===== config.mk =====
export PLATFORM = sky130hd
export DESIGN_NAME = march_bist
export DESIGN_NICKNAME = d
export VERILOG_FILES = /design/src/rtl/march_bist_pkg.sv /design/src/rtl/march_bist_ctrl.sv /design/src/rtl/march_bist_dpath.sv /design/src/rtl/march_bist.sv
export SDC_FILE = /design/constraint.sdc
export NUM_CORES = 1
export LEC_CHECK = 0
export ABC_CLOCK_PERIOD_IN_PS = 5400
export BUFFER_PORTS_ARGS = -buffer_cell sky130_fd_sc_hd__buf_2
export CORE_MARGIN = 2
export CORE_UTILIZATION = 40
export CTS_CLUSTER_SIZE = 30
export DETAILED_ROUTE_END_ITERATION = 12
export HOLD_SLACK_MARGIN = 0.15
export MAX_ROUTING_LAYER = met4
export SLEW_MARGIN = 20
export SYNTH_ARGS = -nofsm -noshare
export SYNTH_HDL_FRONTEND = slang
export SYNTH_HIERARCHICAL = 1
export SYNTH_SLANG_ARGS = --single-unit

===== constraint.sdc =====
create_clock -name clk -period 5.4 [get_ports clk]
set_clock_uncertainty 0.05 [all_clocks]
set_input_delay 1.08 -clock clk [delete_from_list [all_inputs] [get_ports clk]]
set_output_delay 1.08 -clock clk [all_outputs]
set_load 0.01 [all_outputs]

===== src/rtl/march_bist_pkg.sv =====
package march_bist_pkg;

  localparam int ELEM_W = 3;

  // Per-element behaviour of the active algorithm
  typedef struct packed {
    logic rd;      // element reads each address
    logic wr;      // element writes each address
    logic expOne;  // expected read background
    logic wrOne;   // write background
    logic down;    // descending address order
    logic last;    // final element of the algorithm
  } elemDesc_t;

  // Strobes from sequencer to datapath
  typedef struct packed {
    logic doRead;
    logic doWrite;
    logic wrOne;
    logic expOne;
    logic clearLog;
    logic finish;
  } strobe_t;

  function automatic elemDesc_t lookupElem(input logic marchMode, input logic [ELEM_W-1:0] idx);
    elemDesc_t d;
    d = '0;
    if (marchMode) begin
      case (idx)
        3'd0: begin d.wr = 1'b1; end
        3'd1: begin d.rd = 1'b1; d.wr = 1'b1; d.wrOne = 1'b1; end
        3'd2: begin d.rd = 1'b1; d.wr = 1'b1; d.expOne = 1'b1; end
        3'd3: begin d.rd = 1'b1; d.wr = 1'b1; d.wrOne = 1'b1; d.down = 1'b1; end
        3'd4: begin d.rd = 1'b1; d.wr = 1'b1; d.expOne = 1'b1; d.down = 1'b1; end
        default: begin d.rd = 1'b1; d.last = 1'b1; end
      endcase
    end else begin
      case (idx)
        3'd0: begin d.wr = 1'b1; end
        3'd1: begin d.rd = 1'b1; end
        3'd2: begin d.wr = 1'b1; d.wrOne = 1'b1; end
        default: begin d.rd = 1'b1; d.expOne = 1'b1; d.last = 1'b1; end
      endcase
    end
    return d;
  endfunction

endpackage


===== src/rtl/march_bist_ctrl.sv =====
module march_bist_ctrl
  import march_bist_pkg::*;
#(
  parameter int ADDR_W = 4
) (
  input  logic              clk,
  input  logic              rstN,
  input  logic              startReq,
  input  logic              modeSel,
  output logic              busy,
  output strobe_t           strobe,
  output logic [ADDR_W-1:0] opAddr,
  output logic [ELEM_W-1:0] opElem
);

  localparam logic [ADDR_W-1:0] MAX_ADDR = {ADDR_W{1'b1}};
  localparam logic [ADDR_W-1:0] ONE_ADDR = ADDR_W'(1);

  typedef enum logic [1:0] {S_IDLE, S_RUN, S_DRAIN} state_t;

  state_t            state;
  logic              marchMode;
  logic [ELEM_W-1:0] elem;
  logic [ADDR_W-1:0] addr;
  logic              phaseWr;

  elemDesc_t desc, nextDesc;
  logic      accept, running, stepDone, atEnd;

  assign desc     = lookupElem(marchMode, elem);
  assign nextDesc = lookupElem(marchMode, elem + 3'd1);
  assign accept   = (state == S_IDLE) && startReq;
  assign running  = (state == S_RUN);
  assign stepDone = running && (!(desc.rd && desc.wr) || phaseWr);
  assign atEnd    = desc.down ? (addr == '0) : (addr == MAX_ADDR);

  always_comb begin
    strobe          = '0;
    strobe.doRead   = running && desc.rd && !phaseWr;
    strobe.doWrite  = running && desc.wr && (!desc.rd || phaseWr);
    strobe.wrOne    = desc.wrOne;
    strobe.expOne   = desc.expOne;
    strobe.clearLog = accept;
    strobe.finish   = (state == S_DRAIN);
  end

  assign busy   = (state != S_IDLE);
  assign opAddr = addr;
  assign opElem = elem;

  always_ff @(posedge clk) begin
    if (!rstN) begin
      state     <= S_IDLE;
      marchMode <= 1'b0;
      elem      <= '0;
      addr      <= '0;
      phaseWr   <= 1'b0;
    end else begin
      case (state)
        S_IDLE: begin
          if (startReq) begin
            state     <= S_RUN;
            marchMode <= modeSel;
            elem      <= '0;
            addr      <= '0;
            phaseWr   <= 1'b0;
          end
        end
        S_RUN: begin
          if (!stepDone) begin
            phaseWr <= 1'b1;
          end else begin
            phaseWr <= 1'b0;
            if (atEnd) begin
              if (desc.last) begin
                state <= S_DRAIN;
              end else begin
                elem <= elem + 3'd1;
                addr <= nextDesc.down ? MAX_ADDR : '0;
              end
            end else begin
              addr <= desc.down ? addr - ONE_ADDR : addr + ONE_ADDR;
            end
          end
        end
        default: begin
          state <= S_IDLE;
        end
      endcase
    end
  end

endmodule


===== src/rtl/march_bist_dpath.sv =====
module march_bist_dpath
  import march_bist_pkg::*;
#(
  parameter int ADDR_W = 4,
  parameter int DATA_W = 8
) (
  input  logic              clk,
  input  logic              rstN,
  input  strobe_t           strobe,
  input  logic [ADDR_W-1:0] opAddr,
  input  logic [ELEM_W-1:0] opElem,
  output logic              memEn,
  output logic              memWe,
  output logic [ADDR_W-1:0] memAddr,
  output logic [DATA_W-1:0] memWdata,
  input  logic [DATA_W-1:0] memRdata,
  output logic              doneP,
  output logic              passOk,
  output logic              failSticky,
  output logic [ADDR_W-1:0] failAddr,
  output logic [ELEM_W-1:0] failElem,
  output logic [DATA_W-1:0] failData
);

  // Compare stage: expected value and tag follow the read by one cycle
  logic              chkValid;
  logic              chkExpOne;
  logic [ADDR_W-1:0] chkAddr;
  logic [ELEM_W-1:0] chkElem;
  logic              mismatch;

  assign memEn    = strobe.doRead | strobe.doWrite;
  assign memWe    = strobe.doWrite;
  assign memAddr  = opAddr;
  assign memWdata = {DATA_W{strobe.wrOne}};
  assign mismatch = chkValid && (memRdata != {DATA_W{chkExpOne}});

  always_ff @(posedge clk) begin
    if (!rstN) begin
      chkValid  <= 1'b0;
      chkExpOne <= 1'b0;
      chkAddr   <= '0;
      chkElem   <= '0;
    end else begin
      chkValid  <= strobe.doRead;
      chkExpOne <= strobe.expOne;
      chkAddr   <= opAddr;
      chkElem   <= opElem;
    end
  end

  always_ff @(posedge clk) begin
    if (!rstN) begin
      failSticky <= 1'b0;
      failAddr   <= '0;
      failElem   <= '0;
      failData   <= '0;
      passOk     <= 1'b0;
      doneP      <= 1'b0;
    end else begin
      doneP <= strobe.finish;
      if (strobe.clearLog) begin
        failSticky <= 1'b0;
        failAddr   <= '0;
        failElem   <= '0;
        failData   <= '0;
        passOk     <= 1'b0;
      end else begin
        if (mismatch && !failSticky) begin
          failSticky <= 1'b1;
          failAddr   <= chkAddr;
          failElem   <= chkElem;
          failData   <= memRdata;
        end
        if (strobe.finish) begin
          passOk <= !(failSticky || mismatch);
        end
      end
    end
  end

endmodule


===== src/rtl/march_bist.sv =====
module march_bist
  import march_bist_pkg::*;
#(
  parameter int ADDR_W = 4,
  parameter int DATA_W = 8
) (
  input  logic              clk,
  input  logic              rstN,
  input  logic              startReq,
  input  logic              modeSel,
  output logic              busy,
  output logic              doneP,
  output logic              passOk,
  output logic              failSticky,
  output logic [ADDR_W-1:0] failAddr,
  output logic [2:0]        failElem,
  output logic [DATA_W-1:0] failData,
  output logic              memEn,
  output logic              memWe,
  output logic [ADDR_W-1:0] memAddr,
  output logic [DATA_W-1:0] memWdata,
  input  logic [DATA_W-1:0] memRdata
);

  strobe_t           strobe;
  logic [ADDR_W-1:0] opAddr;
  logic [ELEM_W-1:0] opElem;

  march_bist_ctrl #(.ADDR_W(ADDR_W)) u_ctrl (
    .clk      (clk),
    .rstN     (rstN),
    .startReq (startReq),
    .modeSel  (modeSel),
    .busy     (busy),
    .strobe   (strobe),
    .opAddr   (opAddr),
    .opElem   (opElem)
  );

  march_bist_dpath #(.ADDR_W(ADDR_W), .DATA_W(DATA_W)) u_dpath (
    .clk        (clk),
    .rstN       (rstN),
    .strobe     (strobe),
    .opAddr     (opAddr),
    .opElem     (opElem),
    .memEn      (memEn),
    .memWe      (memWe),
    .memAddr    (memAddr),
    .memWdata   (memWdata),
    .memRdata   (memRdata),
    .doneP      (doneP),
    .passOk     (passOk),
    .failSticky (failSticky),
    .failAddr   (failAddr),
    .failElem   (failElem),
    .failData   (failData)
  );

endmodule


; ---- Word level (Yosys, flattened, before mapping)
; Index checks and enable logic that the tools add are counted.
[op_classes]
reduce_logical = 35
n_mux = 36
n_eq_ne = 16
n_bitwise = 2
n_addsub = 3
[op_table]
columns = cell, count
row1 = 4-bit 2-to-1 mux, 7
row2 = 1-bit 2-to-1 mux, 17
row3 = 3-bit 2-to-1 mux, 4
row4 = 2-bit OR reduction, 6
row5 = 3-bit by 2-bit == test with 1-bit output (second input constant), 3
row6 = 1-bit logical AND, 9
row7 = 2-bit 2-to-1 mux, 4
row8 = 2-bit != test (second input constant), 4
row9 = 8-bit != test, 1
row10 = 4-bit case mux with 2 select lines, 1
row11 = 4-bit AND reduction, 2
row12 = 3-bit == test (second input constant), 2
row13 = 3-bit case mux with 2 select lines, 1
row14 = 1-bit logical NOT, 5
row15 = 5-bit AND reduction, 1
row16 = 5-bit OR reduction, 1
row17 = 4-bit by 1-bit adder with 4-bit output (second input constant), 1
row18 = 4-bit == test (second input constant), 1
row19 = 4-bit logical NOT, 1
row20 = 2-bit case mux with 2 select lines, 1
row21 = 2-bit AND reduction, 2
row22 = 2-bit nonzero test, 2
row23 = 4-bit by 1-bit subtractor with 4-bit output (second input constant), 1
row24 = 3-bit by 1-bit adder with 3-bit output (second input constant), 1
row25 = 12 further kinds, 14
[totals]
reg_bits = 38
out_inout_bits = 33

; ---- Longest topological paths before layout
[depth]
depth_word = 10
depth_mapped = 12

; ---- Hierarchy
; Netlist, hierarchy kept.
[modules_own_cells]
columns = module, area_per_inst_um2, seq_area_each_um2, n_inst, cells_each
row1 = march_bist_dpath, 1166.1, 540.5, 1, 119
row2 = march_bist_ctrl, 937.1, 220.2, 1, 116

; ---- Worst setup path before layout
; No wires, ideal clock.
[synth_path]
kind = register -> output
startpoint = register u_ctrl.elem[0], in the netlist u_ctrl/opElem[0]
endpoint = output port memEn
slack_ns = 2.730
t_required_ns = 4.270
arrival_time_ns = 1.540
path_buffers = 0
path_stages_with_launch = 7
path_cell_list = dfxtp_1 > inv_1 > ha_1 > nor2b_1 > o31ai_1 > and3_1 > or2_2
[synth_lines]
columns = item, line_no
row1 = from (decl), march_bist_ctrl.sv:23  ; logic [ELEM_W-1:0] elem;
row2 = from (signal assigned), march_bist_ctrl.sv:78  ; elem <= elem + 3'd1;
row3 = to (decl), march_bist.sv:18  ; output logic memEn,

; ---- Worst setup path in the final report
[layout_path]
startpoint = register u_ctrl.elem[0], in the netlist u_ctrl/opElem[0]
endpoint = output port memEn
[layout_via]
elab_chain_cells = 8
elab_cells_between_ends = 19
[layout_lines]
columns = item, line_no
row1 = "parallel branches: the longest is 3 deep, another holds 5-bit OR reduction", n/a
row2 = 4-bit 2-to-1 mux *, march_bist_pkg.sv:28  ; if (marchMode) begin
row3 = 1-bit logical NOT, march_bist_ctrl.sv:40  ; strobe.doWrite = running && desc.wr && (!desc.rd || phaseWr);
row4 = 1-bit logical OR, march_bist_ctrl.sv:40
row5 = 1-bit logical AND, march_bist_ctrl.sv:40
row6 = 1-bit OR *, march_bist_dpath.sv:32  ; assign memEn = strobe.doRead | strobe.doWrite;
; Mark *: on every way between the ends.

==> flow_summary.html <==
<table>
<tr><th>Metric</th><th>Value</th></tr>
<tr><th colspan="2">Worst setup path</th></tr>
<tr><td>Worst EP arrival</td><td>2190 ps</td></tr>
<tr><td>Max FO, Critical Path</td><td>10</td></tr>
<tr><td>Max stage delay cell, worst path</td><td>dfxtp_1</td></tr>
<tr><td>Number of buffer and inverter stages on the critical path</td><td>2</td></tr>
<tr><td>Largest stage delay on the critical path</td><td>between 500 and 600 ps</td></tr>
<tr><td>Type of the worst setup path</td><td>flip-flop to primary output</td></tr>
<tr><td>Startpoint type of the worst setup path</td><td>flip-flop</td></tr>
<tr><td>CP endpoint kind</td><td>primary output</td></tr>
<tr><td>Ordered cell list for the critical path</td><td>inv_1, ha_1, nor2b_1, o31ai_1, and3_1, or2_2, buf_2</td></tr>
<tr><td>Req. time, crit path</td><td>4270 ps</td></tr>
<tr><td>Top delay family on crit path</td><td>simple AND/OR/NAND/NOR gates</td></tr>
<tr><th colspan="2">Clock network</th></tr>
<tr><td>Worst-path clk slew</td><td>80 ps</td></tr>
<tr><td>Cts repair resizes</td><td>0</td></tr>
<tr><td>Clock tree from TritonCTS</td><td>yes</td></tr>
<tr><td>Clk Tree Root Cell</td><td>clkbuf_8</td></tr>
<tr><td>Number of buffers inserted by hold repair at cts</td><td>0</td></tr>
<tr><td>H-tree levels</td><td>2</td></tr>
<tr><td>Number of buffers on the longest clock path</td><td>2</td></tr>
<tr><td>Number of buffers added for setup after CTS</td><td>0</td></tr>
<tr><td>Number of clock buffers inserted by TritonCTS</td><td>5</td></tr>
<tr><td>Clock latency at the later pin of the worst-skew pair</td><td>290 ps</td></tr>
<tr><td>Clock tree sinks</td><td>38</td></tr>
<tr><th colspan="2">Final layout</th></tr>
<tr><td>Total inserted antenna cells</td><td>0</td></tr>
<tr><td>Final Core Density</td><td>0.4712</td></tr>
<tr><td>Most used cells in the layout excluding fill and tap cells</td><td>44 x buf_2, 38 x dfxtp_1, 18 x nand3_1</td></tr>
<tr><td>Post-synthesis to final-layout area growth</td><td>13.68%</td></tr>
<tr><td>Fraction of layout cells with a size suffix above 1</td><td>0.2852</td></tr>
<tr><td>Nets</td><td>281</td></tr>
<tr><td>Fin area</td><td>0.002391 mm²</td></tr>
<tr><td>Final-layout fill cell count</td><td>between 500 and 600</td></tr>
<tr><td>Commonest non-fill, non-tap cell in the layout</td><td>buf_2</td></tr>
<tr><th colspan="2">Run status</th></tr>
<tr><td>Result of the run</td><td>finished, final reports clean</td></tr>
<tr><th colspan="2">Logic synthesis</th></tr>
<tr><td>Simple-gate share of the synthesized area</td><td>0.1969</td></tr>
<tr><td>Proportion of register bits with asynchronous set or reset after synthesis</td><td>0</td></tr>
<tr><td>Most used flip-flop cell after synthesis</td><td>dfxtp_1</td></tr>
<tr><td>Adder and majority gate portion of the synthesized area</td><td>0.04640</td></tr>
<tr><td>Synthesized flop and latch total</td><td>38</td></tr>
<tr><td>Mapped Area</td><td>0.002103 mm²</td></tr>
<tr><td>Average cell area after synthesis</td><td>slightly below 9 µm²</td></tr>
<tr><td>Total number of yosys warnings</td><td>6</td></tr>
<tr><td>Multiplexer area fraction after synthesis</td><td>0.01666</td></tr>
<tr><td>Sequential share of the synthesized area</td><td>0.3617</td></tr>
<tr><td>Syn Inst Count</td><td>~240</td></tr>
<tr><td>Area fraction in compound gates after synthesis</td><td>0.2736</td></tr>
<tr><td>Net count after synthesis</td><td>roughly 250</td></tr>
<tr><td>Synthesized-area fraction occupied by xor and xnor cells</td><td>0.008328</td></tr>
<tr><td>Count of cell types in the netlist</td><td>54</td></tr>
<tr><td>Dominant combinational cell family by area after synthesis</td><td>compound AO/OA/AOI/OAI gates</td></tr>
<tr><td>Post-synth EDFFs</td><td>0</td></tr>
<tr><th colspan="2">STA</th></tr>
<tr><td>Worst Tran Pin Value</td><td>997.9 ps</td></tr>
<tr><td>Final Max Slew Viols</td><td>0</td></tr>
<tr><td>Final number of hold-violating endpoints</td><td>0</td></tr>
<tr><td>Fmax</td><td>0.3014 GHz</td></tr>
<tr><td>Relative slew margins</td><td>0.3334</td></tr>
<tr><td>Final worst path period need</td><td>3318 ps</td></tr>
<tr><td>Total negative slack</td><td>0 ps</td></tr>
<tr><td>Setup-failing EPs final</td><td>0</td></tr>
<tr><td>Final Cycle Share</td><td>0.6144</td></tr>
<tr><td>Setup repair after global routing missed its margin</td><td>false</td></tr>
<tr><td>Worst setup margin</td><td>2082 ps</td></tr>
<tr><th colspan="2">Flow run</th></tr>
<tr><td>Number of max-cap violations</td><td>0</td></tr>
<tr><th colspan="2">Route</th></tr>
<tr><td>Detailed-route vias per instance</td><td>5.219</td></tr>
<tr><td>Remaining DRCs</td><td>0</td></tr>
<tr><td>Post-detailed-route wirelength per cell</td><td>approximately 13 µm</td></tr>
<tr><td>Total number of vias</td><td>1738</td></tr>
<tr><td>Final wirelength</td><td>4.269 mm</td></tr>
<tr><td>Number of detailed-route iterations in the first pass</td><td>4</td></tr>
<tr><td>Violation count after the first detailed-route iteration</td><td>102</td></tr>
<tr><td>Count of nets left with antenna violations after detail routing</td><td>0</td></tr>
<tr><th colspan="2">Floorplan</th></tr>
<tr><td>Area of the core</td><td>0.005075 mm²</td></tr>
<tr><td>Number of placement rows</td><td>26</td></tr>
<tr><td>Number of top-level design ports</td><td>45</td></tr>
<tr><td>Starting density of the core</td><td>0.4144</td></tr>
<tr><td>Area enclosed by the die boundary</td><td>0.005855 mm²</td></tr>
<tr><td>Chip Width</td><td>~77 µm</td></tr>
<tr><td>Die outline height</td><td>76.52 µm</td></tr>
<tr><th colspan="2">Power</th></tr>
<tr><td>Highest ir drop seen on vdd</td><td>0.00008207 V</td></tr>
<tr><td>Power per cell area</td><td>257.2 mW/mm²</td></tr>
<tr><td>Standby leakage power</td><td>0.9446 nW</td></tr>
<tr><th colspan="2">Placement</th></tr>
<tr><td>HPWL after DPL</td><td>3.024 mm</td></tr>
<tr><td>Last weighted congestion value of the routability-driven placer</td><td>0.8255</td></tr>
<tr><td>Port bufs</td><td>44</td></tr>
<tr><td>Post-placement setup slack</td><td>between 2000 and 2500 ps</td></tr>
<tr><td>Placed cell area</td><td>0.002253 mm²</td></tr>
<tr><th colspan="2">Global routing</th></tr>
<tr><td>Largest net degree at the start of global routing</td><td>27</td></tr>
<tr><td>Antenna violations before repair</td><td>0</td></tr>
<tr><td>Number of global-route vias before repair</td><td>1613</td></tr>
<tr><td>Gr ovfl total</td><td>0</td></tr>
<tr><td>Wire length of the first global-routing pass</td><td>7.217 mm</td></tr>
<tr><td>Total Routing Usage GR</td><td>0.1550</td></tr>
<tr><th colspan="2">Worst hold path</th></tr>
<tr><td>Worst hold-check path type</td><td>flip-flop to flip-flop</td></tr>
</table>
==> synth_stat cells (2+ instances only) <==
| cell | count | share of area |
|---|---|---|
| a21boi_1 | 3 | 0.011 |
| mux2i_1 | 2 | 0.0095 |
| o21a_1 | 3 | 0.011 |
| nor2_1 | 10 | 0.018 |
| buf_6 | 2 | 0.011 |
| nor2b_1 | 5 | 0.015 |
| dfxtp_1 | 38 | 0.36 |
| buf_4 | 14 | 0.050 |
| nand3b_1 | 2 | 0.0071 |
| nor3_1 | 2 | 0.0048 |
| nand3_1 | 18 | 0.043 |
| a21o_1 | 2 | 0.0071 |
| o21ai_0 | 8 | 0.019 |
| ha_1 | 7 | 0.042 |
| nand2_1 | 9 | 0.016 |
| clkbuf_1 | 5 | 0.0089 |
| and2_1 | 12 | 0.036 |
| a31oi_1 | 3 | 0.0089 |
| a21boi_2 | 10 | 0.054 |
| o21ai_1 | 12 | 0.029 |
| a21oi_1 | 6 | 0.014 |
| inv_1 | 10 | 0.018 |
| buf_2 | 3 | 0.0071 |
| nand2b_1 | 2 | 0.0059 |
| o211ai_1 | 6 | 0.021 |
| or2_2 | 2 | 0.0059 |
| nand4_1 | 4 | 0.012 |
| xnor2_1 | 2 | 0.0083 |
| a21boi_0 | 5 | 0.018 |
| o31ai_1 | 4 | 0.014 |
==> stage by stage <==
stage | std cells | total power, mW | hold WS, ps
6_report | 333 | 0.6151 | 395.8
5_1_grt | 333 | 0.6393 | 421.0
4_1_cts | 333 | 0.6238 | 401.1
3_5_place_dp | 325 | 0.3284 | 388.4
3_3_place_gp | 325 | 0.3283 | 386.4
2_1_floorplan | 235 | 0.3169 | 378.2
==> area by class of cell <==
| cell class | count | area [µm²] | share of cell area |
|---|---|---|---|
| Multi-Input combinational cell | 162 | 1140 | 0.4767 |
| Sequential cell | 38 | 760.7 | 0.3182 |
| Timing Repair Buffer | 45 | 227.7 | 0.09524 |
| Tap cell | 70 | 87.58 | 0.03663 |
| Clock buffer | 5 | 68.82 | 0.02878 |
| Clock inverter | 3 | 68.82 | 0.02878 |
| Inverter | 10 | 37.54 | 0.01570 |
==> sequential cells by signal, summed over array words and instances, names as in the netlist, 2 cells and up <==
register / flops
u_dpath/failData: 8
u_ctrl/opAddr: 4
u_dpath/chkAddr: 4
u_dpath/failAddr: 4
u_ctrl/opElem: 3
u_dpath/chkElem: 3
u_dpath/failElem: 3
u_ctrl/state: 2
==> per-layer routing <==
metal | vias to the layer above | wire length, µm | GRT usage
met5 | - | 0 | -
met4 | 0 | 61 | 0.07091
met3 | 5 | 192 | 0.03436
met2 | 40 | 1959 | 0.2575
met1 | 810 | 2057 | 0.1785
li1 | 883 | - | -
==> final timing paths <==
check	depth (start not counted)	end	slack [ps]	start
min	2	u_dpath/failAddr[1]$_SDFFE_PP0P_	400	u_dpath/chkAddr[1]$_SDFF_PN0_
max reg2reg	11	u_ctrl/opAddr[3]$_SDFFE_PN0P_	2770	u_ctrl/opElem[0]$_SDFFE_PN0P_
min reg2reg	2	u_dpath/failAddr[1]$_SDFFE_PP0P_	400	u_dpath/chkAddr[1]$_SDFF_PN0_
max	7	memEn	2080	u_ctrl/opElem[0]$_SDFFE_PN0P_
==> worst reg2reg max path, stage by stage (launching register included) <==
cell and delay (ps):
dfxtp_1 530, inv_1 150, ha_1 240, mux2_4 280, and2_4 190, ha_1 320, a31oi_1 170, a21oi_1 60
a31oi_1 210, nor2_1 60, o211ai_1 150, o211ai_1 100
==> cells by family after synthesis <==
kind of cell / after synthesis
simple gates: 75
buf+inv: 35
mux: 3
xor+xnor: 2
compound gates: 74
flops: 38
fa+ha+maj: 8
==> power breakdown <==
group	leakage [nW]	internal (mW)	total, mW	switching [mW]
sequential	0.307	0.282	0.287	0.00452
clock	0.0683	0.185	0.293	0.108
combinational	0.569	0.0154	0.0348	0.0194
total	0.945	0.483	0.615	0.132
Note: power is estimated with default switching activity, not from simulation.
